==> config.mk <==
export PLATFORM = sky130hd
export DESIGN_NAME = irq_vector_ctrl
export DESIGN_NICKNAME = d
export VERILOG_FILES = /design/src/rtl/irq_pkg.sv /design/src/rtl/irq_prio_pick.sv /design/src/rtl/irq_flag_bank.sv /design/src/rtl/irq_vector_ctrl.sv
export SDC_FILE = /design/constraint.sdc
export NUM_CORES = 1
export LEC_CHECK = 0
export BUFFER_PORTS_ARGS = -buffer_cell sky130_fd_sc_hd__buf_2
export CAP_MARGIN = 25
export CORE_MARGIN = 2
export CORE_UTILIZATION = 42
export CTS_CLUSTER_DIAMETER = 100
export DETAILED_ROUTE_END_ITERATION = 8
export PLACE_DENSITY = 0.81
export REMOVE_ABC_BUFFERS = 1
export SYNTH_ARGS = -nofsm -noshare
export SYNTH_HDL_FRONTEND = slang
export SYNTH_HIERARCHICAL = 1
export SYNTH_SLANG_ARGS = --single-unit
==> constraint.sdc <==
create_clock -name clk -period 1.9 [get_ports clk]
set_input_delay 0.19 -clock clk [delete_from_list [all_inputs] [get_ports clk]]
set_output_delay 0.19 -clock clk [all_outputs]
set_load 0.005 [all_outputs]
==> src/rtl/irq_pkg.sv <==
package irq_pkg;

  // Entry address of source idx: base plus a fixed stride per priority rank.
  function automatic int vec_addr(int idx, int base, int step);
    return base + idx * step;
  endfunction

  // Bit position of a field inside the control word.
  function automatic int en_pos(int idx);
    return 1 + idx;
  endfunction

  function automatic int flag_pos(int idx, int nsrc);
    return 1 + nsrc + idx;
  endfunction

endpackage

==> src/rtl/irq_prio_pick.sv <==
module irq_prio_pick #(
  parameter int N     = 3,
  localparam int IDX_W = (N > 1) ? $clog2(N) : 1
) (
  input  logic [N-1:0]     req,
  output logic [N-1:0]     grant_oh,
  output logic [IDX_W-1:0] grant_idx,
  output logic             grant_any
);

  // Lowest set bit wins: isolate it with two's complement.
  assign grant_oh  = req & (~req + N'(1));
  assign grant_any = |req;

  always_comb begin
    grant_idx = '0;
    for (int i = 0; i < N; i++) begin
      if (grant_oh[i]) grant_idx = IDX_W'(i);
    end
  end

endmodule

==> src/rtl/irq_flag_bank.sv <==
module irq_flag_bank #(
  parameter int N = 3
) (
  input  logic         clk,
  input  logic         rst_n,
  input  logic [N-1:0] src_pulse,
  input  logic         wr_en,
  input  logic [N-1:0] wr_enables,
  input  logic [N-1:0] wr_flags,
  input  logic [N-1:0] served_oh,
  output logic [N-1:0] en_q,
  output logic [N-1:0] flag_q
);

  for (genvar i = 0; i < N; i++) begin : g_src
    logic flag_base;
    assign flag_base = wr_en ? wr_flags[i] : flag_q[i];

    always_ff @(posedge clk or negedge rst_n) begin
      if (!rst_n) begin
        flag_q[i] <= 1'b0;
        en_q[i]   <= 1'b0;
      end else begin
        flag_q[i] <= (flag_base & ~served_oh[i]) | src_pulse[i];
        if (wr_en) en_q[i] <= wr_enables[i];
      end
    end
  end

endmodule

==> src/rtl/irq_vector_ctrl.sv <==
module irq_vector_ctrl #(
  parameter int N_SRC    = 3,
  parameter int VEC_W    = 8,
  parameter int VEC_BASE = 4,
  parameter int VEC_STEP = 4,
  localparam int CTL_W   = 2 * N_SRC + 1,
  localparam int IDX_W   = (N_SRC > 1) ? $clog2(N_SRC) : 1
) (
  input  logic             clk,
  input  logic             rst_n,
  input  logic [N_SRC-1:0] src_pulse,
  input  logic             stack_full,
  input  logic             sample_stb,
  input  logic             reti_stb,
  input  logic             ctl_wr_en,
  input  logic [CTL_W-1:0] ctl_wr_data,
  output logic [CTL_W-1:0] ctl_q,
  output logic             take,
  output logic [VEC_W-1:0] vector
);
  import irq_pkg::*;

  logic             master_q;
  logic [N_SRC-1:0] en_q, flag_q, req;
  logic [N_SRC-1:0] wr_en_bits, wr_flag_bits;
  logic [N_SRC-1:0] pick_oh, served_oh;
  logic [IDX_W-1:0] pick_idx;
  logic             pick_any, entry_ok, grant_now;

  // Control word slices
  for (genvar i = 0; i < N_SRC; i++) begin : g_slice
    assign wr_en_bits[i]   = ctl_wr_data[en_pos(i)];
    assign wr_flag_bits[i] = ctl_wr_data[flag_pos(i, N_SRC)];
  end

  assign req = flag_q & en_q;

  irq_prio_pick #(.N(N_SRC)) u_pick (
    .req       (req),
    .grant_oh  (pick_oh),
    .grant_idx (pick_idx),
    .grant_any (pick_any)
  );

  // Entry window: strobe phase, interrupts enabled, stack has room.
  assign entry_ok  = sample_stb & master_q & ~stack_full;
  assign grant_now = entry_ok & pick_any;
  assign served_oh = grant_now ? pick_oh : '0;

  irq_flag_bank #(.N(N_SRC)) u_bank (
    .clk        (clk),
    .rst_n      (rst_n),
    .src_pulse  (src_pulse),
    .wr_en      (ctl_wr_en),
    .wr_enables (wr_en_bits),
    .wr_flags   (wr_flag_bits),
    .served_oh  (served_oh),
    .en_q       (en_q),
    .flag_q     (flag_q)
  );

  // Master enable: a take dominates, then a write, then a re-enabling return.
  always_ff @(posedge clk or negedge rst_n) begin
    if (!rst_n)         master_q <= 1'b0;
    else if (grant_now) master_q <= 1'b0;
    else if (ctl_wr_en) master_q <= ctl_wr_data[0];
    else if (reti_stb)  master_q <= 1'b1;
  end

  always_ff @(posedge clk or negedge rst_n) begin
    if (!rst_n) begin
      take   <= 1'b0;
      vector <= '0;
    end else begin
      take   <= grant_now;
      vector <= grant_now ? VEC_W'(vec_addr(int'(pick_idx), VEC_BASE, VEC_STEP)) : '0;
    end
  end

  assign ctl_q = {flag_q, en_q, master_q};

endmodule

Word-level counts from Yosys, hierarchy flattened
Cells that the tools add are included.
{"block": "op_classes", "n_mux": 10, "n_addsub": 2, "n_reduce_logical": 2, "n_bitwise": 16}
{"cell": "two-way mux 1 bit", "count": 7}
{"cell": "bitwise AND 1 bit", "count": 6}
{"cell": "bitwise AND 3 bit", "count": 2}
{"cell": "adder 3 x 4 -> 5 bit (first input constant)", "count": 1}
{"cell": "two-way mux 5 bit", "count": 1}
{"cell": "inverter 1 bit", "count": 4}
{"cell": "adder 3 x 1 -> 3 bit (second input constant)", "count": 1}
{"cell": "two-way mux 3 bit", "count": 1}
{"cell": "inverter 3 bit", "count": 1}
{"cell": "OR 1 bit", "count": 3}
{"cell": "nonzero test 3 bit", "count": 1}
{"cell": "OR reduction 3 bit", "count": 1}
{"cell": "two-way mux 2 bit", "count": 1}
{"block": "word_totals", "in_bits": 16, "register_bits": 13, "wordCells": 39}

Depth between registers and ports, before layout
{"block": "logic_depth", "ltp_word": 8, "depth_mapped": 6}

Cells and area by module
Netlist, hierarchy kept.
{"mod": "irq_vector_ctrl", "cells_per_inst": 27, "area_each_um2": 286.5, "n_inst": 1}
{"mod": "irq_flag_bank", "cells_per_inst": 16, "area_each_um2": 259.0, "n_inst": 1}
{"mod": "irq_prio_pick", "cells_per_inst": 6, "area_each_um2": 42.5, "n_inst": 1}

Worst setup path before layout
No wires, ideal clock.
{"block": "synth_timing", "kind": "reg2reg", "startpoint": "register u_bank.flag_q[1]", "endpoint": "register u_bank.flag_q[0]", "n_path_buf": 1, "t_arrival_ps": 1446, "slack_ps": 376, "required_ps": 1822, "path_stages_with_launch": 7, "cell_sequence": "dfrtp_1 and2_1 or3_1 and4b_1 buf_6 and2_1 o21bai_1"}
{"block": "synth_between", "elab_chain_len": 7}
{"element": "start: declaration", "line": "irq_flag_bank.sv:12", "rtl": "output logic [N-1:0] flag_q"}
{"element": "start signal: indexed assignment", "line": "irq_flag_bank.sv:24", "rtl": "flag_q[i] <= (flag_base & ~served_oh[i]) | src_pulse[i];"}
{"element": "bitwise AND 3 bit", "line": "irq_vector_ctrl.sv:36", "rtl": "assign req = flag_q & en_q;"}
{"element": "via req[1]", "line": "irq_vector_ctrl.sv:24", "rtl": "logic [N_SRC-1:0] en_q, flag_q, req;"}
{"element": "OR reduction 3 bit", "line": "irq_prio_pick.sv:13", "rtl": "assign grant_any = |req;"}
{"element": "via pick_any", "line": "irq_vector_ctrl.sv:28", "rtl": "logic pick_any, entry_ok, grant_now;"}
{"element": "bitwise AND 1 bit", "line": "irq_vector_ctrl.sv:47", "rtl": "assign grant_now = entry_ok & pick_any;"}
{"element": "via grant_now", "line": "irq_vector_ctrl.sv:28"}
{"element": "two-way mux 3 bit", "line": "irq_vector_ctrl.sv:48", "rtl": "assign served_oh = grant_now ? pick_oh : '0;"}
{"element": "via served_oh[0]", "line": "irq_vector_ctrl.sv:26", "rtl": "logic [N_SRC-1:0] pick_oh, served_oh;"}
{"element": "inverter 1 bit", "line": "irq_flag_bank.sv:24"}
{"element": "bitwise AND 1 bit", "line": "irq_flag_bank.sv:24"}
{"element": "OR 1 bit", "line": "irq_flag_bank.sv:24"}
The timed path passes the listed nets, and every way through them passes these cells.
A chain may end at the register's enable or synchronous reset.

Worst setup path in the final report
{"block": "layout_timing", "startpoint": "register u_bank.flag_q[1]", "endpoint": "register u_bank.flag_q[1]"}
{"element": "bitwise AND 3 bit", "line": "irq_vector_ctrl.sv:36"}
{"element": "via req[1]", "line": "irq_vector_ctrl.sv:24"}
{"element": "OR reduction 3 bit", "line": "irq_prio_pick.sv:13"}
{"element": "via pick_any", "line": "irq_vector_ctrl.sv:28"}
{"element": "bitwise AND 1 bit", "line": "irq_vector_ctrl.sv:47"}
{"element": "two-way mux 3 bit", "line": "irq_vector_ctrl.sv:48"}
{"element": "via served_oh[1]", "line": "irq_vector_ctrl.sv:26"}
{"element": "inverter 1 bit", "line": "irq_flag_bank.sv:24"}
{"element": "bitwise AND 1 bit", "line": "irq_flag_bank.sv:24"}
{"element": "OR 1 bit", "line": "irq_flag_bank.sv:24"}
The timed path passes the listed nets, and every way through them passes these cells.

==> key figures <==
Placed design
  • Routability congestion estimate: roughly 0.72
  • DP Worst Slack: approximately 0.32 ns
  • IO buf count: 26

Drt
  • DR WL/cell: 10.5 um
  • Antenna Nets Post-Route: 0
  • Via density: 4.55
  • Drt total wl: 923 um
  • Vias: 400
  • Residual DRC: 0
  • DRT Pass-1 Iters: 4
  • DR iter-0 viols: 6

Timing
  • Final setup vio count: 0
  • Hold Vio Cnt, Final: 0
  • RSZ-0062 raised after global routing: no
  • Final worst path period need: 1.58 ns
  • Worst hold slack: 0.116 ns
  • Clk_skew: around 0.0080 ns
  • Fin. max-slew vios: 0
  • Fmax: 632 MHz
  • Final worst path period share: 83.2%
  • Setup_tns: 0 ns
  • Final worst slack: 0.319 ns

Global routing
  • Initial antenna violation count: 0
  • Global-route wire length before repair: 1550 um
  • Vias in the first global route: roughly 380
  • GR Overflow Total: 0
  • GRT busiest layer: met2
  • Total GRT Usage: roughly an eighth
  • Met1 Track Usage GR: 14.7%
  • GRT met3 Usage: 4.78%
  • Largest net degree at the start of global routing: 12
  • GRT met2 Usage: around 17%

Synth
  • Post-synthesis cell type count: 16
  • Mapped Area: 588 sq um
  • Synth Instances: 49
  • Synth top area share: between 40% and 50%
  • Yosys Warn Count: 6
  • Flops & latches, synth: 11
  • Synth area leaders: dfrtp_1, buf_4, and2_1
  • Avg Cell Area, Syn: 12.0 sq um
  • Post-synthesis sequential area ratio: 46.8%
  • Area leader, netlist: dfrtp_1

Critical path
  • CP peak stage delay: 0.39 ns
  • Critical Path Start Type: register
  • Worst Path Max Fanout: 8
  • CP Class: register to register
  • Req. time, crit path: roughly 2.1 ns
  • Crit end category: register
  • Crit path max-delay family: simple AND/OR/NAND/NOR gates
  • CP Data Arrival Time: about 1.8 ns
  • WP buf/inv: 0
  • CP cell instances: and2_1 -> or3_1 -> and4b_1 -> and2_1 -> o21bai_1
  • CP max stage cell: dfrtp_1
  • Most frequent CP cell: and2_1

Floorplanning
  • Die Height: 41.4 um
  • Die X: 41.4 um
  • Core Area: 0.00130 sq mm
  • Num rows: 13
  • IO Pins: 32
  • Starting density of the core: 45.2%
  • Die Area: 0.00172 sq mm

CTS
  • Worst-Skew Late Latency: approximately 0.26 ns
  • Clk sink count: 11
  • Clock slew seen by the registers of the worst setup and hold paths: about 0.07 ns
  • Num CTS Buffers: 3
  • H-tree levels: 1
  • CTS Buffer Depth: 2
  • CTS tree: yes
  • Post-CTS setup buffer count: 0
  • Root Buffer: clkbuf_4

Outcome
  • Run status: completed

Cells and area
  • Final #Nets: 91
  • Antenna fix cells: 0
  • Fill count: 123
  • Layout cell share with drive strength beyond 1: 45.2%
  • Area growth from synthesis to layout: 18.7%

Power
  • VDD IR-drop max: 0.328 mV
  • PD cells: between 700 and 800 mW/mm^2
  • Leak: 0.381 nW

Run
  • Max-cap violation count: 0

Worst hold path
  • Hold WC Path Type: input port to register
-- worst paths after layout --
path                       cells past startpoint  slack [ns]                          to                  startpoint
hold reg to reg                                1        0.54  u_bank/en_q[2]$_DFFE_PN0P_  u_bank/en_q[2]$_DFFE_PN0P_
setup / recovery                               5        0.32  u_bank/flag_q[1]$_DFF_PN0_  u_bank/flag_q[1]$_DFF_PN0_
hold / removal                                 2        0.12  u_bank/flag_q[2]$_DFF_PN0_                src_pulse[2]
setup reg to reg                               5        0.32  u_bank/flag_q[1]$_DFF_PN0_  u_bank/flag_q[1]$_DFF_PN0_
max in group asynchronous                      2        1.39        master_q$_DFFE_PN0P_                       rst_n
min in group asynchronous                      2        0.31  u_bank/flag_q[0]$_DFF_PN0_                       rst_n
-- cells in the mapped netlist (all sizes together) --
cell	count
buf	11
dfrtp	11
and2	8
mux2	3
mux2i	3
o21bai	3
nor2b	2
nor3	2
and2b	1
and4b	1
conb	1
ha	1
nor3b	1
or3	1
-- stage by stage --
step	std cells	total power [mW]	utilization (%)	instance area (sq um)
after floorplan	42	0.311	-	513
after global placement	83	0.354	50.9	662
final	88	0.508	53.7	698
after detailed placement	83	0.357	50.9	662
after CTS	88	0.514	53.7	698
after global routing	88	0.540	53.7	698
-- timing repair --
item | 4_1_cts | 5_1_grt
gates resized for setup | 0 | 0
hold buffers | 1 | 0
endpoints found under the hold margin | 11 | 0
-- metal layers --
| layer | up-vias | part of all wire (%) |
|---|---|---|
| met1 | 178 | 41 |
| li1 | 196 | - |
| met3 | 2 | 13 |
| met4 | 0 | 0.87 |
| met2 | 24 | 45 |
| met5 | - | 0 |
-- cells in the final DEF, fill, tap and decap left out --
master         count
buf_2             26
dfrtp_1           11
and2_1             8
conb_1             5
clkbuf_4           3
mux2i_1            3
o21bai_1           3
mux2_4             3
nor2b_1            2
and4b_1            1
and2b_1            1
nor3_1             1
nor3_2             1
ha_1               1
clkbuf_1           1
dlygate4sd3_1      1
or3_1              1
nor3b_1            1
-- cells by family (layout without fill, tap and decap cells) --
kind of cell             after synthesis  count (layout)  synth area share [%]
AO/OA/AOI/OAI                          3               3                  3.83
buffers and inverters                 11              31                  15.3
other                                  1               5                 0.638
flip-flops                            11              11                  46.8
adder cells (fa/ha/maj)                1               1                  2.13
multiplexers                           6               6                  12.8
AND/OR/NAND/NOR                       16              16                  18.5
-- registers in the layout, summed over array words and instances, names as in the netlist --
signal / flops
vector: 3
take: 1
u_bank/en_q: 3
u_bank/flag_q: 3
master_q: 1
-- power by group --
group	internal, mW	switching, mW
Sequential	0.251	0.00976
Clock	0.0811	0.0742
Combinational	0.0522	0.0393
-- area by class of cell --
| class | instances | area, sq um | share of cell area, % |
|---|---|---|---|
| flip-flops and latches | 11 | 275 | 39.4 |
| multi-input cells | 31 | 238 | 34.1 |
| repair buffers | 27 | 140 | 20.1 |
| clock buffers | 4 | 26.3 | 3.76 |
| well taps | 15 | 18.8 | 2.69 |
-- worst register-to-register path, delay by kind of cell (launching register included) --
kind,cells,cell delay (ns)
DFF,1,0.39
and+or+nand+nor,4,1.00
AOI/OAI and AO/OA,1,0.13
Note: power is estimated with default switching activity, not from simulation.
